### config.mk
export PLATFORM = sky130hd
export DESIGN_NAME = irq_triage_ctrl
export DESIGN_NICKNAME = d
export VERILOG_FILES = /design/src/rtl/irq_triage_pkg.sv /design/src/rtl/irq_win_regs.sv /design/src/rtl/irq_prio_pick.sv /design/src/rtl/nmi_rise_det.sv /design/src/rtl/irq_triage_ctrl.sv
export SDC_FILE = /design/constraint.sdc
export NUM_CORES = 1
export LEC_CHECK = 0
export ABC_AREA = 0
export CELL_PAD_IN_SITES_DETAIL_PLACEMENT = 1
export CELL_PAD_IN_SITES_GLOBAL_PLACEMENT = 1
export CORE_AREA = 2 2 39 41
export CTS_BUF_LIST = sky130_fd_sc_hd__clkbuf_8
export DETAILED_ROUTE_END_ITERATION = 8
export DIE_AREA = 0 0 41 43
export DONT_BUFFER_PORTS = 1
export GPL_ROUTABILITY_DRIVEN = 0
export PLACE_DENSITY = 0.74
export RECOVER_POWER = 25
export SLEW_MARGIN = 20
export SYNTH_ARGS = -nofsm -noshare
export SYNTH_HDL_FRONTEND = slang
export SYNTH_SLANG_ARGS = --single-unit
export TNS_END_PERCENT = 5
### constraint.sdc
create_clock -name clk -period 1.65 [get_ports clk]
set_clock_uncertainty 0.1 [all_clocks]
set_input_delay 0.495 -clock clk [delete_from_list [all_inputs] [get_ports clk]]
set_output_delay 0.495 -clock clk [all_outputs]
set_load 0.02 [all_outputs]
### src/rtl/irq_triage_pkg.sv
package irq_triage_pkg;
    localparam int NUM_SRC = 3;
    localparam int IDX_W   = $clog2(NUM_SRC);

    // window addresses
    localparam logic ADDR_MASK = 1'b0;
    localparam logic ADDR_STAT = 1'b1;

    // source index codes; higher index has higher priority
    typedef enum logic [IDX_W-1:0] {
        SRC_EXT2 = 2'd0,
        SRC_EXT1 = 2'd1,
        SRC_TMR  = 2'd2
    } src_e;
endpackage

### src/rtl/irq_win_regs.sv
module irq_win_regs
    import irq_triage_pkg::*;
#(
    parameter int DW = 8,
    parameter int NS = NUM_SRC
) (
    input  logic          clk,
    input  logic          rst_n,
    input  logic          we,
    input  logic          addr,
    input  logic [DW-1:0] wdata,
    input  logic [NS-1:0] status,
    output logic [NS-1:0] mask_q,
    output logic [NS-1:0] mask_d,
    output logic [DW-1:0] rdata
);
    typedef struct packed {
        logic [NS-1:0] mask;
    } win_t;

    win_t st_d, st_q;

    always_comb begin
        st_d = st_q;
        if (we && addr == ADDR_MASK) begin
            st_d.mask = wdata[NS-1:0];
        end
        rdata = '0;
        if (addr == ADDR_MASK) begin
            rdata[NS-1:0] = st_q.mask;
        end else begin
            rdata[NS-1:0] = status;
        end
    end

    always_ff @(posedge clk or negedge rst_n) begin
        if (!rst_n) st_q <= '0;
        else        st_q <= st_d;
    end

    assign mask_q = st_q.mask;
    assign mask_d = st_d.mask;
endmodule

### src/rtl/irq_prio_pick.sv
module irq_prio_pick #(
    parameter int NS = 3,
    parameter int IW = $clog2(NS)
) (
    input  logic [NS-1:0] pend,
    output logic          any,
    output logic [IW-1:0] idx
);
    always_comb begin
        any = |pend;
        idx = '0;
        // ascending scan: the last hit, the highest index, wins
        for (int i = 0; i < NS; i++) begin
            if (pend[i]) idx = IW'(i);
        end
    end
endmodule

### src/rtl/nmi_rise_det.sv
module nmi_rise_det (
    input  logic clk,
    input  logic rst_n,
    input  logic lvl_in,
    output logic pulse
);
    typedef struct packed {
        logic lvl;
        logic take;
    } nmi_t;

    nmi_t st_d, st_q;

    always_comb begin
        st_d      = st_q;
        st_d.lvl  = lvl_in;
        st_d.take = lvl_in & ~st_q.lvl;
    end

    always_ff @(posedge clk or negedge rst_n) begin
        if (!rst_n) st_q <= '0;
        else        st_q <= st_d;
    end

    assign pulse = st_q.take;
endmodule

### src/rtl/irq_triage_ctrl.sv
module irq_triage_ctrl
    import irq_triage_pkg::*;
#(
    parameter int DW = 8
) (
    input  logic             clk,
    input  logic             rst_n,
    input  logic             bus_we,
    input  logic             bus_addr,
    input  logic [DW-1:0]    bus_wdata,
    output logic [DW-1:0]    bus_rdata,
    input  logic             ext1_req,
    input  logic             ext2_req,
    input  logic             tmr_req,
    input  logic             nmi_in,
    input  logic             cpu_idis,
    output logic             irq_out,
    output logic [IDX_W-1:0] irq_vec,
    output logic             nmi_take
);
    typedef struct packed {
        logic [NUM_SRC-1:0] req;
        logic               irq;
        logic [IDX_W-1:0]   vec;
    } core_t;

    core_t st_d, st_q;

    logic [NUM_SRC-1:0] mask_q, mask_d, stat_q, line_in;
    logic               pick_any;
    logic [IDX_W-1:0]   pick_idx;

    // bit order is fixed: second external line lowest, timer highest
    assign line_in = {tmr_req, ext1_req, ext2_req};
    assign stat_q  = st_q.req;

    irq_win_regs #(.DW(DW), .NS(NUM_SRC)) u_win (
        .clk    (clk),
        .rst_n  (rst_n),
        .we     (bus_we),
        .addr   (bus_addr),
        .wdata  (bus_wdata),
        .status (stat_q),
        .mask_q (mask_q),
        .mask_d (mask_d),
        .rdata  (bus_rdata)
    );

    irq_prio_pick #(.NS(NUM_SRC), .IW(IDX_W)) u_pick (
        .pend (line_in & ~mask_d),
        .any  (pick_any),
        .idx  (pick_idx)
    );

    nmi_rise_det u_nmi (
        .clk    (clk),
        .rst_n  (rst_n),
        .lvl_in (nmi_in),
        .pulse  (nmi_take)
    );

    always_comb begin
        st_d     = st_q;
        st_d.req = line_in;
        st_d.irq = pick_any & ~cpu_idis;
        st_d.vec = st_d.irq ? pick_idx : '0;
    end

    always_ff @(posedge clk or negedge rst_n) begin
        if (!rst_n) st_q <= '0;
        else        st_q <= st_d;
    end

    assign irq_out = st_q.irq;
    assign irq_vec = st_q.vec;
endmodule

==> results <==
- The synthesized netlist occupies a cell area of 478 sq um.
- The HPWL reported at the end of detailed placement is 760 microns.
- The die width is 41 microns.
- After synthesis, the largest family of logic cells by area is simple AND/OR/NAND/NOR gates.
- At the later pin of the worst-skew pair, clock insertion delay measures 0.24 ns.
- The multiplexer fraction of the synthesized cell area is 0%.
- The vias after detailed routing is 308.
- The floorplan step defined a die boundary enclosing 1760 sq um.
- In this run the worst hold path is classified as primary input to flip-flop.
- The pin count of the biggest net entering global routing is 12.
- Of all nets on the critical path, the largest fanout is 3.
- The actual slew at the worst max-slew pin is 0.497 ns.
- The number of detailed-route iterations in the first pass is 2.
- The final worst setup slack is 0.0960 ns.
- The maximum VDD drop is 373 uV.
- The remaining global-route overflow is 0.
- The critical path starts at u_win.mask_q[1].
- The sum of negative setup slack is 0 ns.
- The total wirelength of the detailed-routed design is 1040 microns.
- The total routing resource utilization after global routing is 14.4%.
- After layout, the design draws a total of 650 uW.
- Final hold analysis gives a worst-case slack of 0.183 ns.
- The post-placement cell area is 487 sq um.
- The final max-slew violation count came to 0.
- The first global-routing pass estimated 1550 microns of wire.
- The TritonCTS clock tree is yes.
- Of the cells placed in the final design, the portion with a size suffix greater than 1 is 19.1%.
- Of the total synthesized cell area, the portion taken by AND, OR, NAND and NOR gates is 14.7%.
- The post-detailed-route wirelength per cell is 16.5 microns.
- The met3 usage in global routing is 5.24%.
- Counting every sink on the clock net gives 11.
- The net total in the final layout is 65.
- Synthesis produced 41 cells.
- The number of port buffers is 0.
- The run finished with clean final reports.
- The detailed router finished its first iteration with 4 violations.
- The total number of placement rows is 14.
- The fraction of the cycle the final worst path needs is 94.2%.
- The via count of the first global-routing pass is 335.
- Setup violations remaining at the end of the flow were counted as 0.
- In the final layout, flip-flops and latches occupy 275 sq um.
- From bottom edge to top edge, the die measures 43 microns.
- The area added between synthesis and finish is 11.8%.
- The footprint of the multi-input gates is 150 sq um.
- Cells fill 38.6% of the core in the end.
- In this run the deepest clock path goes through 2 buffers.
- The startpoint identified for the worst hold timing path is ext1_req.
- The part of the Yosys area used for sequential elements is 57.6%.
- The library cell used most frequently in the layout, excluding fill and tap cells, is dfrtp_1.
- Once the floorplan was initialized, standard cells occupied 34.5% of the core.
- For this run, the number of standard cells in the final layout without fillers is 63.
- Summed over all cells, the static leakage comes to 0.249 nW.
- The post-route minimum period is 1.55 ns.
- The diode insertion count for antenna repair is 0.
- The layer flagged by global routing as most heavily used is met2.
- The synthesized-area fraction occupied by adder cells is 0%.
- Data on the critical path arrives at its endpoint at 0.96 ns.
- The per-instance average area after synthesis is 11.7 sq um.
- In the layout the commonest cells are dfrtp_1, o21ai_0, conb_1.
- The hold violation total from the final report is 0.
- The cell at the root of the clock tree is clkbuf_8.
- STA puts the critical path data required time at 1.05 ns.
- Before CTS, the worst setup slack after placement is 0.178 ns.
- The number of distinct standard cells referenced by the synthesized netlist is 15.
- The number of H-tree levels is 1.
- The tool flagged a number of max-cap violations equal to 0.
- Global routing consumed, on the met1 layer, 13.0% of the routing resources.
- The critical path class is flip-flop to output pin.
- The synthesized-area fraction occupied by xor and xnor cells is 0%.
- The number of synthesized register bits is 11.
- The total clock buffers created by CTS is 3.
- Dividing the detail-routed via count by the number of cells gives 4.89.
- The total non-filler cell area in the finished layout is 534 sq um.
- The number of placed cells counting well taps is 58.
- Once detail routing completed, the nets flagged for antenna violations numbered 0.
- Global routing consumed, on the met2 layer, 24.4% of the routing resources.
- For this run, the number of Yosys warnings is 0.
- The total power density per cell area is 1220 nW/um^2.
- STA classifies the critical path endpoint as an output pin.
- Setup repair after global routing left no endpoint under its margin.
- The DRC violation count after routing is 0.
- In this run the standard cell core region covers 1380 sq um.
- The synthesized netlist devotes 14.4% of its cell area to compound gates.
- The kind of start point of the critical path is a flip-flop.
- Headroom to the max-slew limit came out at 66.8%.
- After clock tree synthesis, the clock-pin slew on the worst setup and hold paths is 0.05 ns.
- Timing would allow up to 0.644 GHz.
- The worst reg2reg path startpoint is u_win.mask_q[2].
- Fill cells in the final layout number 167.
- The initial antenna violation count is 0.
- For this design the top-level I/O count stands at 29.
area by class of cell:
type	instances	share of cell area [%]
Inverter	3	2.11
Timing Repair Buffer	4	6.09
Clock buffer	3	7.73
Tap cell	16	3.75
Multi-Input combinational cell	25	28.1
Clock inverter	1	0.703
Sequential cell	11	51.5
where the power goes:
part | total (mW) | internal, mW | switching [mW]
combinational | 0.0799 | 0.0280 | 0.0519
sequential | 0.307 | 0.291 | 0.0159
clock | 0.263 | 0.163 | 0.0999
per-layer routing:
metal / vias to the layer above / routed length [microns]
met2: 11 / 638
met5: - / 0
li1: 137 / -
met4: 0 / 17
met1: 158 / 323
met3: 2 / 60
synthesized netlist by cell type:
master,count,area share [%]
o211ai_1,1,1.6
nor2b_4,1,2.9
nor2b_1,1,1.3
nand2_1,3,2.4
o21ai_0,6,6.3
dfrtp_1,11,58
o211ai_2,2,5.2
nand3b_1,3,4.7
buf_4,5,7.9
a31oi_1,1,1.3
conb_1,1,0.78
nor2_1,1,0.78
inv_1,3,2.4
nor3b_2,1,2.6
buf_6,1,2.4
sequential cells by signal (all words and copies together), names as in the netlist:
register	count
irq_out	1
stat_q	3
u_win.mask_q	3
u_nmi.pulse	1
u_nmi.st_q	1
irq_vec	2
critical path, cell delays in order, from the launching register on:
cell and delay [ns]:
dfrtp_1 0.32, inv_1 0.07, o21ai_1 0.17, buf_4 0.17
worst paths after layout:
check | slack, ns | end | depth (start not counted)
worst max-delay path | 0.1 | bus_rdata[1] | 3
worst min-delay path | 0.18 | stat_q[1] | 0
worst max register to register | 0.68 | irq_vec[0] | 3
worst min register to register | 0.34 | u_nmi.pulse | 1
max in group asynchronous | 0.56 | irq_vec[0] | 1
min in group asynchronous | 0.56 | u_nmi.st_q[1] | 1
logic make-up (layout without fill, tap and decap cells):
| kind of cell | after synthesis | in the layout |
|---|---|---|
| other | 1 | 5 |
| flip-flops | 11 | 11 |
| buffers and inverters | 9 | 11 |
| AND/OR/NAND/NOR | 10 | 10 |
| AO/OA/AOI/OAI | 10 | 10 |
what timing repair did:
item | 4_1_cts | 5_1_grt
buffers inserted | 0 | 0
hold buffers | 1 | 0
gates resized for setup | 0 | 1
hold endpoints to repair | 11 | 0
setup endpoints to repair | 0 | 1
Power figures use the tool's default switching activity.
